## src/rtl/codec_seq_pkg.sv

```systemverilog
package codec_seq_pkg;
  localparam int SLOT_W = 20;
  localparam int TAG_W  = 16;
  localparam int REG_AW = 7;
  localparam int REG_DW = 16;

  localparam logic [TAG_W-1:0] TAG_NONE = 16'h0000;
  localparam logic [TAG_W-1:0] TAG_WR   = 16'hE000;
  localparam logic [TAG_W-1:0] TAG_RD   = 16'hC000;
  localparam logic [TAG_W-1:0] TAG_PCM  = 16'h9800;

  typedef struct packed {
    logic              rd;
    logic [REG_AW-1:0] addr;
    logic [REG_DW-1:0] data;
  } reg_cmd_t;

  typedef struct packed {
    logic [TAG_W-1:0]  tag;
    logic [SLOT_W-1:0] s1;
    logic [SLOT_W-1:0] s2;
    logic [SLOT_W-1:0] s3;
    logic [SLOT_W-1:0] s4;
  } tx_frame_t;

  function automatic logic [SLOT_W-1:0] addr_slot(logic rd, logic [REG_AW-1:0] a);
    return {rd, a, 12'h000};
  endfunction

  function automatic logic [SLOT_W-1:0] data_slot(logic [REG_DW-1:0] d);
    return {d, 4'h0};
  endfunction

  function automatic logic [REG_AW-1:0] slot_addr(logic [SLOT_W-1:0] s);
    return s[18:12];
  endfunction

  function automatic logic [REG_DW-1:0] slot_data(logic [SLOT_W-1:0] s);
    return s[19:4];
  endfunction

  function automatic logic [SLOT_W-1:0] clr_nibble(logic [SLOT_W-1:0] s);
    return s & 20'hFFFF0;
  endfunction

  function automatic logic tag_ready(logic [TAG_W-1:0] t);
    return t[15];
  endfunction

  function automatic logic tag_status(logic [TAG_W-1:0] t);
    return t[14] & t[13];
  endfunction

  function automatic reg_cmd_t init_cmd(int unsigned idx);
    reg_cmd_t   c;
    logic [7:0] i8;
    i8     = 8'(idx);
    c.rd   = 1'b0;
    c.addr = 7'(2 * idx + 2);
    c.data = {i8 ^ 8'hA5, i8};
    return c;
  endfunction

  function automatic tx_frame_t cmd_frame(reg_cmd_t c);
    tx_frame_t f;
    f.tag = c.rd ? TAG_RD : TAG_WR;
    f.s1  = addr_slot(c.rd, c.addr);
    f.s2  = c.rd ? '0 : data_slot(c.data);
    f.s3  = '0;
    f.s4  = '0;
    return f;
  endfunction

  function automatic tx_frame_t pcm_frame(logic [SLOT_W-1:0] l, logic [SLOT_W-1:0] r);
    tx_frame_t f;
    f.tag = TAG_PCM;
    f.s1  = '0;
    f.s2  = '0;
    f.s3  = l;
    f.s4  = r;
    return f;
  endfunction
endpackage

```

## src/rtl/codec_rst_timer.sv

```systemverilog
module codec_rst_timer #(
  parameter int RST_CYCLES = 64
) (
  input  logic clk,
  input  logic rst_n,
  output logic released
);
  localparam int CNT_W = $clog2(RST_CYCLES + 1);
  logic [CNT_W-1:0] cnt;

  always_ff @(posedge clk) begin
    if (!rst_n) begin
      cnt      <= '0;
      released <= 1'b0;
    end else if (!released) begin
      if (cnt == CNT_W'(RST_CYCLES - 1)) released <= 1'b1;
      cnt <= cnt + 1'b1;
    end
  end
endmodule

```

## src/rtl/codec_status_rx.sv

```systemverilog
module codec_status_rx
  import codec_seq_pkg::*;
(
  input  logic              clk,
  input  logic              rst_n,
  input  logic              frame_stb,
  input  logic [TAG_W-1:0]  rx_tag,
  input  logic [SLOT_W-1:0] rx_slot1,
  input  logic [SLOT_W-1:0] rx_slot2,
  input  logic [SLOT_W-1:0] rx_slot3,
  input  logic [SLOT_W-1:0] rx_slot4,
  output logic              codec_ready_now,
  output logic              resp_seen,
  output logic [REG_AW-1:0] resp_addr,
  output logic [REG_DW-1:0] resp_data,
  output logic [SLOT_W-1:0] pcm_in_l,
  output logic [SLOT_W-1:0] pcm_in_r,
  output logic              pcm_in_stb
);
  assign codec_ready_now = tag_ready(rx_tag);
  assign resp_seen       = frame_stb & tag_status(rx_tag);
  assign resp_addr       = slot_addr(rx_slot1);
  assign resp_data       = slot_data(rx_slot2);

  always_ff @(posedge clk) begin
    if (!rst_n) begin
      pcm_in_l   <= '0;
      pcm_in_r   <= '0;
      pcm_in_stb <= 1'b0;
    end else begin
      pcm_in_stb <= frame_stb;
      if (frame_stb) begin
        pcm_in_l <= clr_nibble(rx_slot3);
        pcm_in_r <= clr_nibble(rx_slot4);
      end
    end
  end
endmodule

```

## src/rtl/codec_host_port.sv

```systemverilog
module codec_host_port
  import codec_seq_pkg::*;
(
  input  logic              clk,
  input  logic              rst_n,
  input  logic              host_req,
  input  logic              host_rd,
  input  logic [REG_AW-1:0] host_addr,
  input  logic [REG_DW-1:0] host_wdata,
  input  logic              cmd_taken,
  input  logic              resp_seen,
  input  logic [REG_AW-1:0] resp_addr,
  input  logic [REG_DW-1:0] resp_data,
  output logic              cmd_pending,
  output reg_cmd_t          cmd,
  output logic              host_busy,
  output logic              host_done,
  output logic [REG_AW-1:0] host_raddr,
  output logic [REG_DW-1:0] host_rdata
);
  logic              rd_out;
  logic              resp_valid;
  logic [REG_AW-1:0] cap_addr;
  logic [REG_DW-1:0] cap_data;
  logic              accept;
  logic              done_fire;

  assign host_busy = cmd_pending | rd_out;
  assign accept    = host_req & ~host_busy;
  assign done_fire = rd_out & resp_valid;

  always_ff @(posedge clk) begin
    if (!rst_n) begin
      cmd_pending <= 1'b0;
      cmd         <= '0;
      rd_out      <= 1'b0;
      resp_valid  <= 1'b0;
      cap_addr    <= '0;
      cap_data    <= '0;
      host_done   <= 1'b0;
      host_raddr  <= '0;
      host_rdata  <= '0;
    end else begin
      host_done <= done_fire;
      if (accept) begin
        cmd_pending <= 1'b1;
        cmd         <= '{rd: host_rd, addr: host_addr, data: host_wdata};
        rd_out      <= host_rd;
      end else begin
        if (cmd_taken) cmd_pending <= 1'b0;
        if (done_fire) rd_out <= 1'b0;
      end
      if (accept && host_rd)  resp_valid <= 1'b0;
      else if (resp_seen)     resp_valid <= 1'b1;
      else if (done_fire)     resp_valid <= 1'b0;
      if (resp_seen) begin
        cap_addr <= resp_addr;
        cap_data <= resp_data;
      end
      if (done_fire) begin
        host_raddr <= cap_addr;
        host_rdata <= cap_data;
      end
    end
  end
endmodule

```

## src/rtl/codec_frame_builder.sv

```systemverilog
module codec_frame_builder
  import codec_seq_pkg::*;
#(
  parameter int INIT_LEN = 4
) (
  input  logic              clk,
  input  logic              rst_n,
  input  logic              frame_stb,
  input  logic              released,
  input  logic              codec_ready_now,
  input  logic              cmd_pending,
  input  reg_cmd_t          cmd,
  input  logic [SLOT_W-1:0] pcm_out_l,
  input  logic [SLOT_W-1:0] pcm_out_r,
  output logic              cmd_taken,
  output logic              init_done,
  output tx_frame_t         tx
);
  localparam int IDX_W = $clog2(INIT_LEN + 1);

  logic [IDX_W-1:0] init_idx;
  logic             frame_go;
  tx_frame_t        nxt;

  assign init_done = (init_idx == IDX_W'(INIT_LEN));
  assign frame_go  = frame_stb & released & codec_ready_now;
  assign cmd_taken = frame_go & init_done & cmd_pending;

  always_comb begin
    if (!frame_go)       nxt = '0;
    else if (!init_done) nxt = cmd_frame(init_cmd(int'(init_idx)));
    else if (cmd_pending) nxt = cmd_frame(cmd);
    else                 nxt = pcm_frame(pcm_out_l, pcm_out_r);
  end

  always_ff @(posedge clk) begin
    if (!rst_n) begin
      init_idx <= '0;
      tx       <= '0;
    end else if (frame_stb) begin
      tx <= nxt;
      if (frame_go && !init_done) init_idx <= init_idx + 1'b1;
    end
  end
endmodule

```

## src/rtl/codec_seq_top.sv

```systemverilog
module codec_seq_top
  import codec_seq_pkg::*;
#(
  parameter int RST_CYCLES = 64,
  parameter int INIT_LEN   = 4
) (
  input  logic        clk,
  input  logic        rst_n,
  input  logic        frame_stb,
  input  logic [15:0] rx_tag,
  input  logic [19:0] rx_slot1,
  input  logic [19:0] rx_slot2,
  input  logic [19:0] rx_slot3,
  input  logic [19:0] rx_slot4,
  input  logic [19:0] pcm_out_l,
  input  logic [19:0] pcm_out_r,
  input  logic        host_req,
  input  logic        host_rd,
  input  logic [6:0]  host_addr,
  input  logic [15:0] host_wdata,
  output logic        host_busy,
  output logic        host_done,
  output logic [6:0]  host_raddr,
  output logic [15:0] host_rdata,
  output logic        codec_rst_n,
  output logic [15:0] tx_tag,
  output logic [19:0] tx_slot1,
  output logic [19:0] tx_slot2,
  output logic [19:0] tx_slot3,
  output logic [19:0] tx_slot4,
  output logic [19:0] pcm_in_l,
  output logic [19:0] pcm_in_r,
  output logic        pcm_in_stb
);
  logic              released;
  logic              codec_ready_now;
  logic              resp_seen;
  logic [REG_AW-1:0] resp_addr;
  logic [REG_DW-1:0] resp_data;
  logic              cmd_pending;
  logic              cmd_taken;
  logic              init_done;
  reg_cmd_t          cmd;
  tx_frame_t         tx;

  codec_rst_timer #(.RST_CYCLES(RST_CYCLES)) rst_tmr_i (
    .clk(clk), .rst_n(rst_n), .released(released)
  );

  codec_status_rx rx_i (
    .clk(clk), .rst_n(rst_n), .frame_stb(frame_stb), .rx_tag(rx_tag),
    .rx_slot1(rx_slot1), .rx_slot2(rx_slot2), .rx_slot3(rx_slot3), .rx_slot4(rx_slot4),
    .codec_ready_now(codec_ready_now), .resp_seen(resp_seen),
    .resp_addr(resp_addr), .resp_data(resp_data),
    .pcm_in_l(pcm_in_l), .pcm_in_r(pcm_in_r), .pcm_in_stb(pcm_in_stb)
  );

  codec_host_port host_i (
    .clk(clk), .rst_n(rst_n), .host_req(host_req), .host_rd(host_rd),
    .host_addr(host_addr), .host_wdata(host_wdata), .cmd_taken(cmd_taken),
    .resp_seen(resp_seen), .resp_addr(resp_addr), .resp_data(resp_data),
    .cmd_pending(cmd_pending), .cmd(cmd), .host_busy(host_busy),
    .host_done(host_done), .host_raddr(host_raddr), .host_rdata(host_rdata)
  );

  codec_frame_builder #(.INIT_LEN(INIT_LEN)) fb_i (
    .clk(clk), .rst_n(rst_n), .frame_stb(frame_stb), .released(released),
    .codec_ready_now(codec_ready_now), .cmd_pending(cmd_pending), .cmd(cmd),
    .pcm_out_l(pcm_out_l), .pcm_out_r(pcm_out_r), .cmd_taken(cmd_taken),
    .init_done(init_done), .tx(tx)
  );

  assign codec_rst_n = released;
  assign tx_tag      = tx.tag;
  assign tx_slot1    = tx.s1;
  assign tx_slot2    = tx.s2;
  assign tx_slot3    = tx.s3;
  assign tx_slot4    = tx.s4;
endmodule

```

## config.mk

```make
export PLATFORM = sky130hd
export DESIGN_NAME = codec_seq_top
export DESIGN_NICKNAME = d
export VERILOG_FILES = /design/src/rtl/codec_seq_pkg.sv /design/src/rtl/codec_rst_timer.sv /design/src/rtl/codec_status_rx.sv /design/src/rtl/codec_host_port.sv /design/src/rtl/codec_frame_builder.sv /design/src/rtl/codec_seq_top.sv
export SDC_FILE = /design/constraint.sdc
export NUM_CORES = 1
export LEC_CHECK = 0
export BUFFER_PORTS_ARGS = -buffer_cell sky130_fd_sc_hd__buf_2
export CELL_PAD_IN_SITES_DETAIL_PLACEMENT = 1
export CELL_PAD_IN_SITES_GLOBAL_PLACEMENT = 1
export CORE_MARGIN = 3
export CORE_UTILIZATION = 31
export CTS_BUF_LIST = sky130_fd_sc_hd__clkbuf_4 sky130_fd_sc_hd__clkbuf_8
export DETAILED_ROUTE_END_ITERATION = 8
export GPL_ROUTABILITY_DRIVEN = 0
export PLACE_DENSITY_LB_ADDON = 0.3
export SYNTH_ARGS = -nofsm -noshare
export SYNTH_HDL_FRONTEND = slang
export SYNTH_SLANG_ARGS = --single-unit
```

## constraint.sdc

```tcl
create_clock -name clk -period 1.35 [get_ports clk]
set_input_delay 0.135 -clock clk [delete_from_list [all_inputs] [get_ports clk]]
set_output_delay 0.135 -clock clk [all_outputs]
set_load 0.03 [all_outputs]
```

Yosys cells after proc, flatten, opt, wreduce, memory -nomap -nowiden
Cells that the tools add are included.
Widths: inputs -> output; s select.

word-level totals
  bits in latches = 0
  bits of input ports = 164
  word-level logic and storage cells = 59
  memory bits (writable) = 0
  bits in read-only memories = 0
  flip-flop bits (word level) = 214
  memories kept = 0

cells by class
  eq/ne operators = 2
  $lt $le $gt $ge = 0
  mux-type cells = 12
  multipliers = 0
  reduce and logical (&&, ||, !) cells = 8
  bitwise gates (word level) = 12
  shifts and indexed selects = 0
  div/mod/pow operators = 0
  add/sub/neg operators = 3

operators with widths
  kind                 number
  $mux 96              3
  $mux 20              1
  $mux 14              1
  $and 1x1->1          8
  $add 7x1->7 const B  1
  $eq 7x6->1 const B   1
  $mux 1               7
  $reduce_bool 2->1    3
  $add 4x2->5 const B  1
  $not 2->4            1
  $add 3x1->3 const B  1
  $eq 3x3->1 const B   1
  $logic_and 1x1->1    2
  $not 1->1            2
  $reduce_and 2->1     1
  $reduce_or 2->1      1
  $logic_not 1->1      1
  $or 1x1->1           1

Longest topological paths before layout
Gate-level depths: netlist (run 1).

  depth in word-level cells = 6
  mapped depth = 6
  depth with buffers taken out = 5

Hierarchy
From an unflattened synthesis (run 1), not the netlist that was laid out.

unflattened totals
  cell total of the unflattened synthesis = 790
  area total of the unflattened synthesis = 7737.4 um^2

modules (own cells, without submodules)
  module               cells an instance  instances  area an instance (um^2)
  codec_host_port      300                1          2936.6
  codec_frame_builder  318                1          2934.1
  codec_status_rx      139                1          1520.2
  codec_rst_timer      33                 1          346.6

Worst setup path after synthesis (run 1)
Ideal clock, no wire load.

  kind = register -> register
  start = register rst_tmr_i.released
  end = register fb_i.tx[10] (netlist name)
  data required time = 1290 ps
  cell stages (with the launch flop) = 6
  clock period less this slack = 1475 ps
  slack = -125 ps
  arrival = 1415 ps
  buffers on the path = 2
  library setup time = 60 ps
  cells stage by stage = dfxtp_1 buf_6 nand3_4 nor4_4 buf_6 a22o_1

on the way
  word-level cells in the longest chain between the ends = 3

RTL lines
  what                       RTL line                   text
  start: declaration         codec_rst_timer.sv:6       output logic released
  start signal: assignment   codec_rst_timer.sv:14      released <= 1'b0;
  start signal: assignment   codec_rst_timer.sv:16      if (cnt == CNT_W'(RST_CYCLES - 1)) released <= 1'b1;
  $and 1x1->1 (2 in series)  codec_frame_builder.sv:26  assign frame_go = frame_stb & released & codec_ready_now;
  $mux 96                    codec_frame_builder.sv:30  if (!frame_go) nxt = '0;

Every way passes these cells.
A chain may end at the register's enable or synchronous reset.

Final worst setup path (run 1)
  start = register host_i.cmd_pending
  end = register fb_i.tx[7] (netlist name)

on the way
  word-level cells in the longest chain between the ends = 3

RTL lines
  what                      RTL line                   text
  start: declaration        codec_host_port.sv:14      output logic cmd_pending,
  start signal: assignment  codec_host_port.sv:34      cmd_pending <= 1'b0;
  start signal: assignment  codec_host_port.sv:46      cmd_pending <= 1'b1;
  start signal: assignment  codec_host_port.sv:50      if (cmd_taken) cmd_pending <= 1'b0;
  $mux 96                   codec_frame_builder.sv:32  else if (cmd_pending) nxt = cmd_frame(cmd);
  $mux 96                   codec_frame_builder.sv:31  else if (!init_done) nxt = cmd_frame(init_cmd(int'(init_idx)));
  $mux 96                   codec_frame_builder.sv:30

Every way passes these cells.

==> results of run 1 <==
## registers in the layout (all words and copies together), names as in the netlist, 3 cells and up
| name | flops |
|---|---|
| rx_i.pcm_in_l | 16 |
| rst_tmr_i.cnt | 7 |
| host_i.host_raddr | 7 |
| host_i.cap_addr | 7 |
| fb_i.init_idx | 3 |
| host_i.cap_data | 16 |
| rx_i.pcm_in_r | 16 |
| host_i.host_rdata | 16 |
| host_i.cmd | 24 |
| fb_i.tx | 68 |
## worst max-delay path: cells and delay by family (launching register included)
| kind | cells | cell delay [ns] |
|---|---|---|
| buf+inv | 4 | 0.62 |
| flops | 1 | 0.35 |
| simple gates | 1 | 0.25 |
| compound gates | 1 | 0.14 |
## worst min path at each step
stage	endpoint	slack, ns	cells past startpoint
after detailed placement	fb_i.tx[14]	0.35	2
after global placement	fb_i.tx[30]	0.34	2
after global routing	fb_i.tx[54]	0.04	3
final	fb_i.tx[54]	0.07	3
after floorplan	fb_i.tx[20]	0.26	1
after CTS	fb_i.tx[54]	0.02	3
## repair_timing
item,in CTS,in global routing
setup buffers,2,7
hold buffers,119,0
setup endpoints to repair,59,79
resized for setup,12,77
cloned,0,12
pin swaps,0,35
endpoints found under the hold margin,119,0
## synth_stat cells, drive strengths merged, types with 3 or more instances
library cell and number:
a21oi 82, nand3 8, a31oi 5, a22oi 4
nor2 43, or3 3, a22o 48, xor2 3
ha 3, buf 70, mux2i 33, nand2 160
clkbuf 19, and3 5, a32oi 4, nand4b 3
nand4 3, and2 3, inv 5, o21ai 17
dfxtp 186
## final cells by class
type	instances	area [um^2]
timing repair buffer	429	3200
antenna	1	2.50
clock inverter	10	128
tap	275	344
multi-input combinational	479	2900
clock buffer	22	290
sequential	186	3730
fill	2421	10700
inverter	5	21.3
## power by group
group / switching (W) / internal [W]
clock network: 0.00210 / 0.00187
logic: 0.000886 / 0.000762
registers: 0.000105 / 0.00563
## per-layer routing
layer	vias to the layer above	wire (um)	track usage
li1	3182	-	-
met1	3153	10100	0.215
met2	254	12400	0.333
met3	35	1900	0.0571
met4	2	556	0.0429
met5	-	13	0
## cells by family after synthesis
group	after synthesis
other	1
and+or+nand+nor	240
muxes	33
DFF	186
xor gates and xnor gates	3
buffers and inverters	94
AOI/OAI and AO/OA	165
adders and majority gates	3
## stage by stage
| step | total power [W] | std cells | util | setup TNS (ns) | hold WS, ns |
|---|---|---|---|---|---|
| floorplan | 0.00656 | 759 | - | 0 | 0.260 |
| global placement | 0.00693 | 1234 | 0.395 | -0.480 | 0.344 |
| detailed placement | 0.00695 | 1234 | 0.395 | -2.57 | 0.350 |
| CTS | 0.0112 | 1387 | 0.472 | -2.37 | 0.0230 |
| global route | 0.0119 | 1407 | 0.499 | -4.68 | 0.0420 |
| finish | 0.0114 | 1407 | 0.499 | -1.88 | 0.0695 |
==> metrics.txt, run 1 <==
# TYPE chip_impl_metric gauge
chip_impl_metric{name="detailedRoute.firstPassIterationCount",unit=""} 4
chip_impl_info{name="critical_path.endpoint_type",value="flip-flop"} 1
chip_impl_metric{name="synthArstFlopShare",unit=""} 0
chip_impl_metric{name="p_per_area",unit="nW/um^2"} 1070
chip_impl_metric{name="chipWidth",unit="um"} 154
chip_impl_metric{name="rrSetupSlack",unit="ns"} -0.08
chip_impl_metric{name="worst-slew-pin-transition",unit="ns"} 0.540
chip_impl_metric{name="design.die.area",unit="um^2"} 23800
chip_impl_metric{name="placement.cell_area",unit="um^2"} 8400
chip_impl_metric{name="report.final.setup_viol",unit=""} 57
chip_impl_metric{name="preCtsSetupSlack",unit="ns"} -0.0817
chip_impl_metric{name="insertion_delay",unit="ns"} 0.45
chip_impl_metric{name="cts_buffers",unit=""} 17
chip_impl_metric{name="pins_over_slew_limit",unit=""} 0
chip_impl_metric{name="post_synth_instance_area",unit="um^2"} 6810
chip_impl_metric{name="finalCritPeriodShare",unit=""} 1.06
chip_impl_info{name="cts_tree",value="done"} 1
chip_impl_metric{name="timing.final.hold_violations",unit=""} 0
chip_impl_metric{name="timing.max_slew.rel_slack",unit=""} 0.640
chip_impl_metric{name="grt_overflow_total",unit=""} 0
chip_impl_metric{name="detail_route.drc_violations",unit=""} 0
chip_impl_metric{name="starting_utilization_of_the_core_area",unit=""} 0.320
chip_impl_metric{name="grt_usage",unit=""} 0.185
chip_impl_metric{name="dr_total_vias",unit=""} 6626
chip_impl_metric{name="synth_compound_area_frac",unit=""} 0.155
chip_impl_info{name="min-delay-start",value="rx_tag[15]"} 1
chip_impl_info{name="synth_top_family_by_area",value="compound AO/OA/AOI/OAI gates"} 1
chip_impl_metric{name="core_region_area",unit="um^2"} 21300
chip_impl_info{name="start_kind",value="flip-flop"} 1
chip_impl_metric{name="yosys-mux-area-fraction",unit=""} 0.0485
chip_impl_metric{name="drv.max_cap_violation_count",unit=""} 0
chip_impl_info{name="critPathMostFrequentCell",value="buf_6"} 1
chip_impl_metric{name="synth_xor_area_frac",unit=""} 0.00386
chip_impl_info{name="worst-setup-path-type",value="flip-flop to flip-flop"} 1
chip_impl_info{name="slowest_stage",value="dfxtp_2"} 1
chip_impl_metric{name="rows",unit=""} 53
chip_impl_metric{name="layout-drive-gt1-share",unit=""} 0.364
chip_impl_info{name="worstSetupEndpoint",value="fb_i.tx[7]"} 1
chip_impl_info{name="worst_hold_path_type",value="input pin to flip-flop"} 1
chip_impl_metric{name="drt.antenna.violating_nets",unit=""} 0
chip_impl_info{name="timing.critical_path.cells",value="buf_6 > buf_6 > nor4_4 > buf_6 > clkbuf_16 > a22o_1"} 1
chip_impl_info{name="rsz0062_at_grt",value="yes"} 1
chip_impl_metric{name="maximum_number_of_buffers_from_clock_root_to_sink",unit=""} 2
chip_impl_metric{name="grt_pass1_wl",unit="mm"} 35.8
chip_impl_info{name="synth-main-ff-cell",value="dfxtp_1"} 1
chip_impl_metric{name="period_minus_slack",unit="ns"} 1.43
chip_impl_info{name="layout.cells.most_common",value="buf_2"} 1
chip_impl_metric{name="drt-total-wl",unit="mm"} 25.0
chip_impl_metric{name="worst-r2r-cell-count",unit=""} 6
chip_impl_metric{name="detailed_route_vias_per_instance",unit=""} 4.71
chip_impl_metric{name="die-height",unit="um"} 154
chip_impl_metric{name="ir_drop",unit="V"} 0.000681
chip_impl_metric{name="maximum_number_of_pins_on_one_net_before_global_route_repair",unit=""} 109
chip_impl_metric{name="synth_simple_gate_area_frac",unit=""} 0.153
chip_impl_metric{name="finalInstanceArea",unit="um^2"} 10600
chip_impl_metric{name="postSynthRegisterBits",unit=""} 186
chip_impl_metric{name="clkTransAtPathRegs",unit="ns"} 0.11
chip_impl_metric{name="grt_antenna_before_repair",unit=""} 2
chip_impl_metric{name="crit_path_max_incr_delay",unit="ns"} 0.35
chip_impl_metric{name="fmaxAchievable",unit="GHz"} 0.701
chip_impl_info{name="clock_root_cell",value="clkbuf_8"} 1
chip_impl_metric{name="count_of_different_cell_masters_after_synthesis",unit=""} 43
chip_impl_metric{name="clock_sink_count",unit=""} 186
chip_impl_metric{name="drt-wirelength-per-cell",unit="um"} 17.8
chip_impl_metric{name="drtIter0Drc",unit=""} 160
chip_impl_info{name="largest_area_contributor_in_the_netlist",value="dfxtp_1"} 1
chip_impl_metric{name="first_global_vias",unit=""} 6815
chip_impl_metric{name="worst_clock_skew",unit="ns"} 0.0227
chip_impl_metric{name="crit_fanout",unit=""} 7
chip_impl_metric{name="worstPathRequired",unit="ns"} 1.75
chip_impl_metric{name="portBuffers",unit=""} 253
chip_impl_metric{name="synth_cells",unit=""} 725
chip_impl_info{name="synth.top_cells.by_area",value="dfxtp_1, nand2_1, a22o_1, a21oi_1, mux2i_1"} 1
chip_impl_metric{name="postLayoutSetupSlackWorst",unit="ns"} -0.0759
chip_impl_metric{name="areaGrowthSynthToFinish",unit="%"} 56.0
chip_impl_info{name="most_frequent_cells_in_the_layout",value="buf_2, dfxtp_1, nand2_1"} 1
chip_impl_metric{name="power_leakage",unit="nW"} 4.85
chip_impl_metric{name="number_of_enable_flip_flop_cells_after_synthesis",unit=""} 0
chip_impl_metric{name="synth_fa_ha_area_frac",unit=""} 0.00551
chip_impl_info{name="regToRegEndpoint",value="fb_i.tx[7]"} 1
chip_impl_metric{name="syn_area_per_cell",unit="um^2"} 9.39
chip_impl_metric{name="yosysSeqAreaShare",unit=""} 0.547
chip_impl_metric{name="synth_largest_type_area_fraction",unit=""} 0.547
chip_impl_info{name="crit-reg2reg-launch",value="host_i.cmd_pending"} 1
chip_impl_metric{name="level_count_of_the_clock_h_tree",unit=""} 4
chip_impl_info{name="critical_path.startpoint",value="host_i.cmd_pending"} 1
chip_impl_metric{name="wp_data_arrival",unit="ns"} 1.82
chip_impl_metric{name="ys.warnings.count",unit=""} 0
chip_impl_metric{name="num_io_pins",unit=""} 327
chip_impl_info{name="violations_in_the_final_reports",value="setup timing"} 1
chip_impl_metric{name="detailedPlacementHpwl",unit="mm"} 14.4
chip_impl_metric{name="nets",unit=""} 1285
chip_impl_info{name="status",value="finished, violations left"} 1
(Power assumes the default switching activity.)
==> run 2: changes to the inputs <==
CORE_MARGIN = default   (was 3)
==> metrics.txt, run 2 (synthesis results as in run 1) <==
# TYPE chip_impl_metric gauge
chip_impl_metric{name="maximum_number_of_buffers_from_clock_root_to_sink",unit=""} 2
chip_impl_metric{name="worstPathRequired",unit="ns"} 1.75
chip_impl_metric{name="chipWidth",unit="um"} 150
chip_impl_metric{name="rows",unit=""} 53
chip_impl_metric{name="die-height",unit="um"} 150
chip_impl_metric{name="clkTransAtPathRegs",unit="ns"} 0.11
chip_impl_metric{name="worst_clock_skew",unit="ns"} 0.0282
chip_impl_info{name="critPathMostFrequentCell",value="buf_6"} 1
chip_impl_info{name="cpLargestDelayFamily",value="buffers and inverters"} 1
chip_impl_metric{name="wp_data_arrival",unit="ns"} 1.87
chip_impl_metric{name="finalSetupTns",unit="ns"} -4.89
chip_impl_info{name="violations_in_the_final_reports",value="setup timing"} 1
chip_impl_info{name="largest_registers_ranked_by_flip_flop_count",value="fb_i.tx: 68 flops, host_i.cmd: 24 flops"} 1
chip_impl_metric{name="drt.antenna.violating_nets",unit=""} 0
chip_impl_metric{name="detailed_route_vias_per_instance",unit=""} 4.66
chip_impl_metric{name="finalCritPeriodShare",unit=""} 1.09
chip_impl_metric{name="timing.max_slew.rel_slack",unit=""} 0.594
chip_impl_info{name="timing.critical_path.cells",value="buf_6 > buf_6 > nor4_4 > buf_6 > buf_16 > a22o_1"} 1
chip_impl_metric{name="dp_cells",unit=""} 1234
chip_impl_metric{name="postLayoutSetupSlackWorst",unit="ns"} -0.121
chip_impl_metric{name="crit_path_max_incr_delay",unit="ns"} 0.37
chip_impl_metric{name="finalNonFillerCells",unit=""} 1398
chip_impl_metric{name="crit_fanout",unit=""} 10
chip_impl_metric{name="detailedPlacementHpwl",unit="mm"} 13.5
chip_impl_metric{name="ir_drop",unit="V"} 0.000554
chip_impl_metric{name="areaGrowthSynthToFinish",unit="%"} 53.6
chip_impl_metric{name="drt-total-wl",unit="mm"} 23.2
chip_impl_info{name="status",value="finished, violations left"} 1
chip_impl_info{name="cts_tree",value="done"} 1
chip_impl_metric{name="portBuffers",unit=""} 253
chip_impl_metric{name="period_minus_slack",unit="ns"} 1.47
chip_impl_metric{name="cp.buffers_inverters",unit=""} 4
chip_impl_info{name="slowest_stage",value="dfxtp_4"} 1
chip_impl_metric{name="grt_overflow_total",unit=""} 0
chip_impl_metric{name="first_global_vias",unit=""} 6610
chip_impl_metric{name="timing.final.hold_violations",unit=""} 0
chip_impl_metric{name="largest_register_ff_count",unit=""} 68
chip_impl_metric{name="total_power",unit="W"} 0.0110
chip_impl_metric{name="clock_sink_count",unit=""} 186
chip_impl_metric{name="num_io_pins",unit=""} 327
chip_impl_info{name="layout.cells.most_common",value="buf_2"} 1
chip_impl_info{name="critical_path.endpoint_type",value="flip-flop"} 1
chip_impl_metric{name="drv.max_cap_violation_count",unit=""} 0
chip_impl_info{name="rsz0062_at_grt",value="yes"} 1
chip_impl_metric{name="dr_total_vias",unit=""} 6512
chip_impl_metric{name="starting_utilization_of_the_core_area",unit=""} 0.320
chip_impl_metric{name="fmaxAchievable",unit="GHz"} 0.680
chip_impl_metric{name="nets",unit=""} 1277
chip_impl_metric{name="final_core_util",unit=""} 0.491
chip_impl_metric{name="worst-slew-pin-transition",unit="ns"} 0.609
chip_impl_info{name="worst_hold_path_type",value="input pin to flip-flop"} 1
chip_impl_metric{name="detailedRoute.firstPassIterationCount",unit=""} 4
chip_impl_metric{name="level_count_of_the_clock_h_tree",unit=""} 4
chip_impl_info{name="worst-setup-path-type",value="flip-flop to flip-flop"} 1
chip_impl_metric{name="p_per_area",unit="nW/um^2"} 1060
chip_impl_metric{name="maximum_number_of_pins_on_one_net_before_global_route_repair",unit=""} 124
chip_impl_metric{name="layout-drive-gt1-share",unit=""} 0.350
chip_impl_metric{name="insertion_delay",unit="ns"} 0.46
chip_impl_metric{name="n_fill_cell",unit=""} 2455
chip_impl_metric{name="drt-wirelength-per-cell",unit="um"} 16.6
chip_impl_metric{name="design.die.area",unit="um^2"} 22600
chip_impl_metric{name="grt_pass1_wl",unit="mm"} 33.4
chip_impl_metric{name="core_region_area",unit="um^2"} 21300
chip_impl_metric{name="pins_over_slew_limit",unit=""} 0
chip_impl_metric{name="detail_route.drc_violations",unit=""} 0
chip_impl_info{name="start_kind",value="flip-flop"} 1
chip_impl_metric{name="power_leakage",unit="nW"} 4.74
chip_impl_metric{name="cts_buffers",unit=""} 17
chip_impl_info{name="regMostFlops",value="fb_i.tx"} 1
chip_impl_metric{name="drtIter0Drc",unit=""} 181
chip_impl_metric{name="grt_usage",unit=""} 0.192
chip_impl_metric{name="report.final.setup_viol",unit=""} 64
chip_impl_info{name="most_frequent_cells_in_the_layout",value="buf_2, dfxtp_1, nand2_1"} 1
chip_impl_info{name="clock_root_cell",value="clkbuf_8"} 1
chip_impl_metric{name="grt_antenna_before_repair",unit=""} 1
## run 2: final timing paths
kind,end,depth (start not counted),from,slack (ns)
max reg2reg,fb_i.tx[38],6,host_i.cmd_pending,-0.12
min reg2reg,host_i.host_rdata[9],2,host_i.cap_data[9],0.45
min,fb_i.tx[54],3,rx_tag[15],0.07
max,fb_i.tx[38],6,host_i.cmd_pending,-0.12
## run 2: through the flow
stage          hold slack (ns)  setup slack (ns)  cell area, um^2
5_1_grt                 0.0495            -0.175            10500
3_5_place_dp             0.349           -0.0237             8390
2_1_floorplan            0.260            0.0216             6950
6_report                0.0743            -0.121            10500
4_1_cts                 0.0442            -0.110            10100
3_3_place_gp             0.345            0.0145             8390
## run 2: final cells by class
type / count / area [um^2] / area share
antenna: 1 / 2.50 / 0.000239
clock buffer: 18 / 248 / 0.0237
clock inverter: 13 / 134 / 0.0128
inverter: 5 / 21.3 / 0.00203
multi-input combinational: 479 / 2870 / 0.274
sequential: 186 / 3730 / 0.357
tap: 275 / 344 / 0.0329
timing repair buffer: 421 / 3110 / 0.297
## run 2: metal layers
metal / GRT usage / wire (um)
met1: 0.212 / 9800
met2: 0.352 / 11600
met4: 0.0515 / 340
met3: 0.0588 / 1480
met5: 0 / 0
## run 2: worst reg2reg max path: cells and delay by family (launching register included)
family	cells	cell delay (ns)
flip-flops	1	0.37
AO/OA/AOI/OAI	1	0.15
buffers and inverters	4	0.63
AND/OR/NAND/NOR	1	0.28
## run 2: where the power goes
part           total [W]  switching (W)  leakage (nW)  internal [W]
clock network    0.00379        0.00223         0.184       0.00156
registers        0.00572      0.0000874          1.51       0.00563
logic            0.00153       0.000833          3.04      0.000700
total             0.0110        0.00315          4.74       0.00789
## run 2: repair_timing
item,4_1_cts,5_1_grt
pin swaps,3,26
gates resized for setup,19,65
cloned,2,5
hold endpoints to repair,121,0
setup buffers,2,3
setup endpoints to repair,58,82
hold buffers,120,0
